File: config.mk
export PLATFORM = sky130hd
export DESIGN_NAME = owr_slot_resp
export DESIGN_NICKNAME = d
export VERILOG_FILES = /design/src/rtl/owr_slot_pkg.sv /design/src/rtl/owr_bus_sync.sv /design/src/rtl/owr_us_tick.sv /design/src/rtl/owr_us_timer.sv /design/src/rtl/owr_slot_fsm.sv /design/src/rtl/owr_slot_resp.sv
export SDC_FILE = /design/constraint.sdc
export NUM_CORES = 1
export LEC_CHECK = 0
export BUFFER_PORTS_ARGS = -buffer_cell sky130_fd_sc_hd__buf_4
export CAP_MARGIN = 25
export CORE_ASPECT_RATIO = 0.8
export CORE_MARGIN = 2
export CORE_UTILIZATION = 40
export DETAILED_ROUTE_END_ITERATION = 10
export SLEW_MARGIN = 20
export SYNTH_ARGS = -nofsm -noshare
export SYNTH_HDL_FRONTEND = slang
export SYNTH_SLANG_ARGS = --single-unit
File: constraint.sdc
create_clock -name clk -period 0.8 [get_ports clk]
set_input_delay 0.2 -clock clk [delete_from_list [all_inputs] [get_ports clk]]
set_output_delay 0.2 -clock clk [all_outputs]
set_load 0.02 [all_outputs]
File: src/rtl/owr_slot_pkg.sv
package owr_slot_pkg;

  typedef enum logic [1:0] {
    SLOT_IDLE  = 2'd0,
    SLOT_WRITE = 2'd1,
    SLOT_READ  = 2'd2,
    SLOT_DRAIN = 2'd3
  } slot_state_e;

  function automatic int max_of(input int a, input int b);
    return (a > b) ? a : b;
  endfunction

endpackage

File: src/rtl/owr_bus_sync.sv
module owr_bus_sync #(
  parameter int STAGES = 2
) (
  input  logic clk,
  input  logic rst_n,
  input  logic bus_raw,
  output logic bus_s,
  output logic fall
);

  logic [STAGES-1:0] chain_q;
  logic [STAGES-1:0] chain_d;
  logic              prev_q;

  generate
    if (STAGES == 1) begin : g_single
      always_comb chain_d = bus_raw;
    end else begin : g_multi
      always_comb chain_d = {chain_q[STAGES-2:0], bus_raw};
    end
  endgenerate

  always_ff @(posedge clk or negedge rst_n) begin
    if (!rst_n) begin
      chain_q <= '1;
      prev_q  <= 1'b1;
    end else begin
      chain_q <= chain_d;
      prev_q  <= chain_q[STAGES-1];
    end
  end

  assign bus_s = chain_q[STAGES-1];
  assign fall  = prev_q & ~bus_s;

endmodule

File: src/rtl/owr_us_tick.sv
module owr_us_tick #(
  parameter int CLK_PER_US = 200
) (
  input  logic clk,
  input  logic rst_n,
  input  logic restart,
  output logic tick
);

  localparam int CNT_W = $clog2(CLK_PER_US + 1);
  localparam logic [CNT_W-1:0] CNT_LAST = CNT_W'(CLK_PER_US - 1);

  logic [CNT_W-1:0] cnt_q;
  logic [CNT_W-1:0] cnt_d;

  assign tick = (cnt_q == CNT_LAST);

  always_comb begin
    if (restart || tick) cnt_d = '0;
    else                 cnt_d = cnt_q + 1'b1;
  end

  always_ff @(posedge clk or negedge rst_n) begin
    if (!rst_n) cnt_q <= '0;
    else        cnt_q <= cnt_d;
  end

endmodule

File: src/rtl/owr_us_timer.sv
module owr_us_timer #(
  parameter int US_W = 6
) (
  input  logic            clk,
  input  logic            rst_n,
  input  logic            restart,
  input  logic            tick,
  output logic [US_W-1:0] us_cnt
);

  logic [US_W-1:0] us_q;
  logic [US_W-1:0] us_d;
  logic            us_en;

  assign us_en = restart | (tick & ~(&us_q));

  always_comb begin
    if (restart) us_d = '0;
    else         us_d = us_q + 1'b1;
  end

  always_ff @(posedge clk or negedge rst_n) begin
    if (!rst_n)     us_q <= '0;
    else if (us_en) us_q <= us_d;
  end

  assign us_cnt = us_q;

endmodule

File: src/rtl/owr_slot_fsm.sv
module owr_slot_fsm
  import owr_slot_pkg::*;
#(
  parameter int SAMPLE_US = 30,
  parameter int DRIVE0_US = 30,
  parameter int US_W      = 6
) (
  input  logic            clk,
  input  logic            rst_n,
  input  logic            fall,
  input  logic            bus_s,
  input  logic            mode_rd,
  input  logic            tx_bit,
  input  logic            tick,
  input  logic [US_W-1:0] us_cnt,
  output logic            restart,
  output logic            bus_pull,
  output logic            rx_bit,
  output logic            rx_valid,
  output logic            tx_taken
);

  localparam logic [US_W-1:0] SAMPLE_LAST = US_W'(SAMPLE_US - 1);
  localparam logic [US_W-1:0] DRIVE_LAST  = US_W'(DRIVE0_US - 1);

  slot_state_e st_q, st_d;
  logic pull_q, pull_d;
  logic rxb_q, rxb_d;
  logic rxv_q, rxv_d;
  logic txt_q, txt_d;
  logic sample_now;
  logic drive_done;

  assign sample_now = tick && (us_cnt == SAMPLE_LAST);
  assign drive_done = tick && (us_cnt == DRIVE_LAST);

  always_comb begin
    st_d    = st_q;
    pull_d  = pull_q;
    rxb_d   = rxb_q;
    rxv_d   = 1'b0;
    txt_d   = 1'b0;
    restart = 1'b0;
    unique case (st_q)
      SLOT_IDLE: begin
        if (fall) begin
          restart = 1'b1;
          if (mode_rd) begin
            st_d   = SLOT_READ;
            pull_d = ~tx_bit;
            txt_d  = 1'b1;
          end else begin
            st_d = SLOT_WRITE;
          end
        end
      end
      SLOT_WRITE: begin
        if (sample_now) begin
          rxb_d = bus_s;
          rxv_d = 1'b1;
          st_d  = SLOT_DRAIN;
        end
      end
      SLOT_READ: begin
        if (drive_done) begin
          pull_d = 1'b0;
          st_d   = SLOT_DRAIN;
        end
      end
      SLOT_DRAIN: begin
        if (bus_s) st_d = SLOT_IDLE;
      end
      default: st_d = SLOT_IDLE;
    endcase
  end

  always_ff @(posedge clk or negedge rst_n) begin
    if (!rst_n) begin
      st_q   <= SLOT_IDLE;
      pull_q <= 1'b0;
      rxb_q  <= 1'b0;
      rxv_q  <= 1'b0;
      txt_q  <= 1'b0;
    end else begin
      st_q   <= st_d;
      pull_q <= pull_d;
      rxb_q  <= rxb_d;
      rxv_q  <= rxv_d;
      txt_q  <= txt_d;
    end
  end

  assign bus_pull = pull_q;
  assign rx_bit   = rxb_q;
  assign rx_valid = rxv_q;
  assign tx_taken = txt_q;

endmodule

File: src/rtl/owr_slot_resp.sv
module owr_slot_resp
  import owr_slot_pkg::*;
#(
  parameter int CLK_PER_US  = 200,
  parameter int SAMPLE_US   = 30,
  parameter int DRIVE0_US   = 30,
  parameter int SYNC_STAGES = 2
) (
  input  logic clk,
  input  logic rst_n,
  input  logic bus_in,
  input  logic mode_rd,
  input  logic tx_bit,
  output logic bus_pull,
  output logic rx_bit,
  output logic rx_valid,
  output logic tx_taken
);

  localparam int SPAN_US = max_of(SAMPLE_US, DRIVE0_US);
  localparam int US_W    = $clog2(SPAN_US + 2);

  logic [1:0]      rst_sync_q;
  logic            rst_int_n;
  logic            bus_s;
  logic            fall;
  logic            tick;
  logic            restart;
  logic [US_W-1:0] us_cnt;

  always_ff @(posedge clk or negedge rst_n) begin
    if (!rst_n) rst_sync_q <= 2'b00;
    else        rst_sync_q <= {rst_sync_q[0], 1'b1};
  end
  assign rst_int_n = rst_sync_q[1];

  owr_bus_sync #(.STAGES(SYNC_STAGES)) u_sync (
    .clk     (clk),
    .rst_n   (rst_int_n),
    .bus_raw (bus_in),
    .bus_s   (bus_s),
    .fall    (fall)
  );

  owr_us_tick #(.CLK_PER_US(CLK_PER_US)) u_tick (
    .clk     (clk),
    .rst_n   (rst_int_n),
    .restart (restart),
    .tick    (tick)
  );

  owr_us_timer #(.US_W(US_W)) u_timer (
    .clk     (clk),
    .rst_n   (rst_int_n),
    .restart (restart),
    .tick    (tick),
    .us_cnt  (us_cnt)
  );

  owr_slot_fsm #(
    .SAMPLE_US (SAMPLE_US),
    .DRIVE0_US (DRIVE0_US),
    .US_W      (US_W)
  ) u_fsm (
    .clk      (clk),
    .rst_n    (rst_int_n),
    .fall     (fall),
    .bus_s    (bus_s),
    .mode_rd  (mode_rd),
    .tx_bit   (tx_bit),
    .tick     (tick),
    .us_cnt   (us_cnt),
    .restart  (restart),
    .bus_pull (bus_pull),
    .rx_bit   (rx_bit),
    .rx_valid (rx_valid),
    .tx_taken (tx_taken)
  );

endmodule

# [Word-level counts from Yosys, hierarchy flattened]
# Cells that the tools add are included.
[word_totals] reg_bits=24 output_inout_bits=4 wordCells=55
[classes] add_sub_neg=2 n_eq_ne=10 muxes=18 n_bitwise=6 n_reduce_logical=9
[ops] cell="$mux W1" n=10
[ops] cell="$add A8 B1 Y8 const B" n=1
[ops] cell="$eq A8 B8 Y1 const B" n=1
[ops] cell="$mux W2" n=4
[ops] cell="$mux W8" n=1
[ops] cell="$ne A2 B1 Y1 const B" n=3
[ops] cell="$pmux W2 S3" n=1
[ops] cell="$add A5 B1 Y5 const B" n=1
[ops] cell="$eq A5 B5 Y1 const B" n=1
[ops] cell="$mux W5" n=1
[ops] cell="$reduce_and A5 Y1" n=1
[ops] cell="$eq A2 B2 Y1 const B" n=2
[ops] cell="$ne A2 B2 Y1 const B" n=2
[ops] cell="$reduce_and A4 Y1" n=1
[ops] cell="$not A1 Y1" n=3
[ops] cell="$reduce_and A3 Y1" n=1
[ops] cell="$and A1 B1 Y1" n=2
[ops] cell="$eq A2 B1 Y1 const B" n=1
[ops] cell="$logic_not A2 Y1" n=1
[ops] cell="$pmux W1 S2" n=1
[ops] cell="$reduce_and A2 Y1" n=1
[ops] cell="$reduce_bool A2 Y1" n=1
[ops] cell="$reduce_or A2 Y1" n=1
[ops] cell="$logic_and A1 B1 Y1" n=1
[ops] cell="other kinds (2)" n=2

# [Longest topological paths before layout]
# Gate-level depths: netlist of run 1.
[logic_depth] word_depth=6 depth_mapped=7 depth_no_buf=6

# [By module]
# From an unflattened synthesis of run 1, not the netlist that was laid out.
[hier_totals] hier_cells=107 hier_area_um2=1194.9
[by_module_without_submodules] mod="owr_us_tick" instances=1 cells_each=40 area_each_um2=410.4 seq_area_each_um2=200.2
[by_module_without_submodules] mod="owr_slot_fsm" instances=1 cells_each=37 area_each_um2=389.1 seq_area_each_um2=150.1
[by_module_without_submodules] mod="owr_us_timer" instances=1 cells_each=23 area_each_um2=249.0 seq_area_each_um2=125.1
[by_module_without_submodules] mod="owr_bus_sync" instances=1 cells_each=4 area_each_um2=92.6 seq_area_each_um2=78.8
[by_module_without_submodules] mod="owr_slot_resp" instances=1 cells_each=3 area_each_um2=53.8 seq_area_each_um2=50.0

# [Least setup slack after synthesis of run 1]
# Ideal clock, no wire load.
[synth_timing] path_type="register to register" start="register u_timer.us_q[0], in the netlist u_timer.us_cnt[0]" end="register u_timer.us_q[4], in the netlist u_timer.us_cnt[4]" t_arrival_ns=1.524 required_ns=0.674 slack_ns=-0.850 path_stages_with_launch=7 synth_period_minus_slack_ns=1.650 path_cell_list="dfrtp_1 -> ha_1 -> and3_1 -> ha_1 -> nor3_2 -> mux2i_1 -> nor2_1"
[synth_via] elab_chain_len=4 elab_cells_between_ends=6 cone_classes="1 x add/sub; 1 x mux; 3 x bitwise; 1 x reduce/logical"
[synth_lines] item="start: declaration" line_no="owr_us_timer.sv:11" rtl="logic [US_W-1:0] us_q;"
[synth_lines] item="start signal: assignment" line_no="owr_us_timer.sv:24" rtl="else if (us_en) us_q <= us_d;"
[synth_lines] item="parallel branches: the longest is 4 deep, another holds $add A5 B1 Y5"
# Parallel ways; which one is timed is not known.
# A chain may end at the register's enable or synchronous reset.

# [Final worst setup path of run 1]
[layout_timing] start="register u_timer.us_q[0], in the netlist u_timer.us_cnt[0]" end="register u_timer.us_q[0], in the netlist u_timer.us_cnt[0]"
# The elaborated chain is that of the path after synthesis.

==> results of run 1 <==
stage by stage:
step	TNS, ns	cells	power (uW)	worst slack, ns
floorplan	-12.09	102	2930	-0.842
global placement	-10.84	172	3640	-0.739
detailed placement	-11.17	172	3710	-0.782
CTS	-11.87	186	4760	-0.744
global route	-14.31	192	5390	-0.915
finish	-12.61	192	5000	-0.843
cell type report:
| type | instances | area (um2) |
|---|---|---|
| inverters | 7 | 26.3 |
| well taps | 38 | 47.5 |
| repair buffers | 50 | 418 |
| fillers | 218 | 968 |
| multi-input cells | 69 | 643 |
| clock buffers | 4 | 36.3 |
| flip-flops and latches | 24 | 604 |
metal layers:
layer | track usage (%) | up-vias | part of all wire, % | wire [um]
met5 | 0 | - | 0 | 0
met4 | 6.52 | 0 | 1.2 | 30
met3 | 4.76 | 4 | 3.0 | 73
met2 | 26.4 | 10 | 52 | 1260
met1 | 18.4 | 423 | 43 | 1050
li1 | - | 455 | - | -
registers in the layout (all words and copies together), names as in the netlist:
signal / count
u_tick.cnt_q: 8
u_fsm.tx_taken: 1
u_fsm.bus_pull: 1
u_sync.prev_q: 1
u_fsm.rx_valid: 1
u_fsm.st_q: 2
rst_sync_q: 2
u_fsm.rx_bit: 1
u_sync.chain_q: 2
u_timer.us_cnt: 5
worst reg2reg max path: cells and delay by family (launching register included):
kind                     cells  cell delay (ns)
adder cells (fa/ha/maj)      2             0.37
flip-flops                   1             0.43
AND/OR/NAND/NOR              3             0.49
buffers and inverters        1             0.15
XOR/XNOR                     1             0.10
synth_stat cells, drive strengths merged, types with 2 or more instances:
master and instances:
xor2 5, o22a 2, a31oi 2, nand3 7
inv 7, nor2 14, dfrtp 21, dfstp 3
ha 8, xnor2 4, clkbuf 2, nor3 2
a21oi 4, and3 4
where the power goes:
group	switching, uW	total (uW)	internal, uW
clock	347	625	278
sequential	194	1710	1510
combinational	1140	2670	1520
total	1680	5000	3310
layout by cell type (no fill, tap or decap), types with 2 or more instances in the layout:
master	instances
clkbuf_4	3
buf_4	38
a21oi_1	2
dlygate4sd3_1	2
a21oi_2	2
buf_6	10
o22a_1	2
nor2_2	4
and3_1	2
and3_4	2
ha_1	4
inv_2	3
dfrtp_1	21
nor2_1	10
dfstp_2	3
nand3_1	7
xor2_1	5
ha_4	2
ha_2	2
inv_1	4
xnor2_1	3
logic make-up (layout without fill, tap and decap cells):
family                     after synthesis  after routing  share of synthesized area [%]
and+or+nand+nor                         37             37                           19.2
xor gates and xnor gates                 9              9                           6.85
adders and majority gates                8              8                           8.71
other                                    1              1                          0.326
buffers and inverters                    9             61                           3.05
AOI/OAI and AO/OA                       12             12                           7.51
DFF                                     24             24                           52.6
muxes                                    2              2                           1.85
worst paths after layout:
check / start / to / slack [ns] / depth (start not counted)
max: u_timer.us_cnt[0]$_DFFE_PN0P_ / u_timer.us_cnt[0]$_DFFE_PN0P_ / -0.84 / 7
min: rst_sync_q[1]$_DFF_PN0_ / u_tick.cnt_q[5]$_DFF_PN0_ / 0.18 / 1
max reg2reg: u_timer.us_cnt[0]$_DFFE_PN0P_ / u_timer.us_cnt[0]$_DFFE_PN0P_ / -0.84 / 7
min reg2reg: rst_sync_q[1]$_DFF_PN0_ / u_tick.cnt_q[5]$_DFF_PN0_ / 0.18 / 1
max in group asynchronous: rst_sync_q[1]$_DFF_PN0_ / u_sync.chain_q[0]$_DFF_PN1_ / 0.36 / 1
min in group clk: mode_rd / u_fsm.st_q[0]$_DFFE_PN0P_ / 0.25 / 3
what timing repair did:
action,CTS,global route
endpoints found under the setup margin,23,23
hold buffers,2,0
gates cloned,0,0
hold endpoints to repair,3,0
resized for setup,17,11
buffers inserted,9,7
pin swaps,16,10
==> results.sh, run 1 <==
export IMPL_outcome="finished, violations left"
export IMPL_violations="negative setup slack"
export IMPL_io_pins=9
export IMPL_cp_max_fo=3
export IMPL_core_area_um2=2740
export IMPL_fp_row_count=17
export IMPL_drtAntennaViolNets=0
export IMPL_hold_slack_ns=0.178
export IMPL_port_buffers=8
export IMPL_drtIter0Drc=39
export IMPL_finClkSkew_ns=0.00584
export IMPL_path_cells="ha_2 -> and3_4 -> ha_4 -> nor3_4 -> buf_6 -> xnor2_2 -> nor2_1"
export IMPL_ys_flop_type="dfrtp_1"
export IMPL_drc=0
export IMPL_fp_dieH_um=52.0
export IMPL_setup_violations=23
export IMPL_yosysSeqAreaShare_pct=52.6
export IMPL_p_leak_uw=0.000812
export IMPL_post_drt_wl_per_cell_um=12.5
export IMPL_hold_viol_final=0
export IMPL_viasPerCell=4.65
export IMPL_stdcell_area_um2=1780
export IMPL_num_antenna_cells=0
export IMPL_start_kind="flop"
export IMPL_die_area_um2=3320
export IMPL_end_kind="flop"
export IMPL_netlist_top_cells_area="dfrtp_1, ha_1, dfstp_2"
export IMPL_fin_util_pct=64.7
export IMPL_hpwl_um=1570
export IMPL_drv_cap=0
export IMPL_yosysTopAreaCell="dfrtp_1"
export IMPL_rsz0062_at_grt="yes"
export IMPL_synth_seq_cells=24
export IMPL_nets=168
export IMPL_synth_nets=115
export IMPL_period_share_pct=205
export IMPL_dieWidth_um=63.9
export IMPL_ir_drop_mv=1.45
export IMPL_cts_path_max_buffers=2
export IMPL_synthArstFlopShare_pct=100
export IMPL_drtPass1Iterations=4
export IMPL_arrival_ns=1.86
export IMPL_layout_drive_gt1_share_pct=53.2
export IMPL_critPathTopFamily="simple AND/OR/NAND/NOR gates"
export IMPL_start_util_pct=41.9
export IMPL_synthToLayoutAreaGrowth_pct=54.4
export IMPL_dpl_cell_area_um2=1490
export IMPL_crit_type="flop to flop"
export IMPL_timing_critical_path_buf_inv=1
export IMPL_track_usage_pct=15.5
export IMPL_power_density_nw_per_um2=2820
export IMPL_clock_latency_ns=0.32
export IMPL_synth_avg_cell_area_um2=11.3
export IMPL_min_period_ns=1.64
export IMPL_min_path_type="flop to asynchronous set/reset pin"
export IMPL_grt_first_pass_wirelength_um=3850
export IMPL_synth_top_area_share_pct=45.7
export IMPL_netlist_instances=102
export IMPL_synth_area_um2=1150
export IMPL_clock_sinks=24
export IMPL_slew_violations=0
export IMPL_overflow=0
export IMPL_cts_buffers_inserted=3
export IMPL_antenna_found_initial=0
export IMPL_crit_path_max_incr_delay_ns=0.43
export IMPL_drt_wl_total_um=2410
export IMPL_ys_warn_count=0
export IMPL_grt_max_degree=14
export IMPL_grt_pass1_vias=857
export IMPL_required_ns=1.01
export IMPL_crit_slowest_cell="dfrtp_1"
export IMPL_path_clk_slew_ns=0.12
export IMPL_cts_root_buf="clkbuf_4"
export IMPL_fin_ws_ns=-0.843
export IMPL_maxClockFrequency_mhz=608
export IMPL_htreeDepth=1
export IMPL_ys_types=33
export IMPL_cts_tree="yes"
export IMPL_synth_edf_count=0
export IMPL_gp_congestion=0.800
export IMPL_num_vias=892
(Power assumes the default switching activity.)
==> run 2, diff against run 1 <==
CORE_UTILIZATION = 57   (was 40)
PLACE_DENSITY = 0.76   (was default)
==> results.sh, run 2 (same netlist as run 1, synthesis figures left out) <==
export IMPL_outcome="finished, violations left"
export IMPL_violations="negative setup slack"
export IMPL_nets=161
export IMPL_cts_buffers_inserted=3
export IMPL_grt_first_pass_wirelength_um=4480
export IMPL_clock_latency_ns=0.33
export IMPL_period_share_pct=205
export IMPL_crit_type="flop to flop"
export IMPL_min_period_ns=1.64
export IMPL_met1_length_um=1420
export IMPL_total_power_uw=5170
export IMPL_drtAntennaViolNets=0
export IMPL_dieWidth_um=54.2
export IMPL_core_area_um2=1890
export IMPL_reg2regPathDepth=7
export IMPL_wl_met3_um=167
export IMPL_top_register="u_tick.cnt_q"
export IMPL_power_density_nw_per_um2=3020
export IMPL_crit_slowest_cell="dfrtp_1"
export IMPL_final_common_cell="buf_4"
export IMPL_overflow=0
export IMPL_regToRegSetupSlack_ns=-0.84
export IMPL_path_clk_slew_ns=0.13
export IMPL_cts_tree="yes"
export IMPL_drc=0
export IMPL_post_drt_wl_per_cell_um=20.8
export IMPL_maxClockFrequency_mhz=609
export IMPL_hpwl_um=1670
export IMPL_htreeDepth=1
export IMPL_wl_met2_um=1880
export IMPL_largest_reg_flops=8
export IMPL_grt_max_degree=23
export IMPL_track_usage_pct=26.6
export IMPL_path_cells="ha_2 -> and3_4 -> ha_4 -> nor3_4 -> buf_6 -> xnor2_2 -> nor2_1"
export IMPL_viasPerCell=5.91
export IMPL_final_cell_mix="buf_4, dfrtp_1, nor2_1, buf_6, nand3_1"
export IMPL_cp_max_fo=4
export IMPL_fp_row_count=14
export IMPL_p_leak_uw=0.000781
export IMPL_drt_wl_total_um=3550
export IMPL_finClkSkew_ns=0.00373
export IMPL_antenna_found_initial=0
export IMPL_routed_top_layer="met4"
export IMPL_fp_dieH_um=44.2
export IMPL_rsz0062_at_grt="yes"
export IMPL_port_buffers=8
export IMPL_regToRegEndpoint="u_timer.us_cnt[0]$_DFFE_PN0P_"
export IMPL_start_kind="flop"
export IMPL_synthToLayoutAreaGrowth_pct=48.6
export IMPL_io_pins=9
export IMPL_fin_util_pct=90.3
export IMPL_num_antenna_cells=0
export IMPL_arrival_ns=1.88
export IMPL_slew_violations=0
export IMPL_die_area_um2=2390
export IMPL_layout_drive_gt1_share_pct=50.3
export IMPL_cts_root_buf="clkbuf_4"
export IMPL_drv_cap=0
export IMPL_ir_drop_mv=2.73
export IMPL_setup_violations=23
export IMPL_start_util_pct=60.8
export IMPL_fill_cells=77
export IMPL_clock_sinks=24
export IMPL_hold_viol_final=0
export IMPL_num_vias=1011
export IMPL_drtPass1Iterations=4
export IMPL_r2r_start="u_timer.us_cnt[0]$_DFFE_PN0P_"
export IMPL_fin_ws_ns=-0.842
export IMPL_grt_pass1_vias=992
export IMPL_drtIter0Drc=35
export IMPL_pre_cts_slack_ns=-0.784
export IMPL_crit_start="u_timer.us_cnt[0]$_DFFE_PN0P_"
export IMPL_end_kind="flop"
export IMPL_required_ns=1.04
export IMPL_min_path_type="input port to asynchronous set/reset pin"
export IMPL_cts_path_max_buffers=2
export IMPL_crit_path_max_incr_delay_ns=0.45
export IMPL_gp_congestion=0.777
-- run 2: cell types whose count changed in the layout (fill, tap and decap cells not counted), moves of 2 or more --
cell | previous run | this run
a21oi_2 | 2 | 0
nor2_1 | 10 | 8
buf_4 | 38 | 32
buf_6 | 10 | 8
-- run 2: power breakdown --
| part | switching, uW | leakage [uW] | total (uW) | internal (uW) |
|---|---|---|---|---|
| registers | 242 | 0.000303 | 1760 | 1510 |
| logic | 1370 | 0.000462 | 2830 | 1450 |
| clock network | 390 | 0.0000150 | 587 | 196 |
-- run 2: metal layers --
| metal | up-vias | GRT usage [%] |
|---|---|---|
| met5 | - | 0 |
| met4 | 0 | 6.00 |
| met3 | 11 | 7.09 |
| met2 | 43 | 48.0 |
| met1 | 516 | 31.5 |
| li1 | 441 | - |
-- run 2: worst max-delay path: cells and delay by family, from the launching register on --
family	cells	cell delay, ns
buf+inv	1	0.14
simple gates	3	0.46
xor+xnor	1	0.10
flops	1	0.45
fa+ha+maj	2	0.39
-- run 2: worst max-delay path by stage --
stage                                                to  slack, ns
after floorplan                u_fsm.rx_bit$_DFFE_PN0P_      -0.84
after global placement    u_timer.us_cnt[3]$_DFFE_PN0P_      -0.74
after detailed placement       u_fsm.rx_bit$_DFFE_PN0P_      -0.78
after CTS                      u_fsm.rx_bit$_DFFE_PN0P_      -0.78
after global routing           u_fsm.rx_bit$_DFFE_PN0P_      -0.93
final                     u_timer.us_cnt[0]$_DFFE_PN0P_      -0.84
-- run 2: layout make-up --
cell class / instances / area [um2] / area share [%]
tap: 24 / 30.0 / 1.76
sequential: 24 / 604 / 35.4
timing repair buffer: 43 / 370 / 21.7
inverter: 7 / 26.3 / 1.54
clock buffer: 4 / 26.3 / 1.54
multi-input combinational: 69 / 652 / 38.1
-- run 2: timing repair --
item,4_1_cts,5_1_grt
pin swaps,17,16
gates cloned,0,0
setup endpoints to repair,23,23
gates resized for setup,19,9
setup buffers,6,6
hold buffers,2,0
hold endpoints to repair,3,0
-- run 2: stage by stage --
step / hold slack [ns] / std cells / instance area (um2) / setup TNS, ns
3_3_place_gp: -0.0184 / 155 / 1460 / -10.83
2_1_floorplan: -0.0956 / 102 / 1210 / -12.09
6_report: 0.182 / 171 / 1710 / -13.86
5_1_grt: 0.176 / 171 / 1710 / -15.11
4_1_cts: 0.167 / 166 / 1630 / -12.25
3_5_place_dp: -0.0169 / 155 / 1460 / -11.51
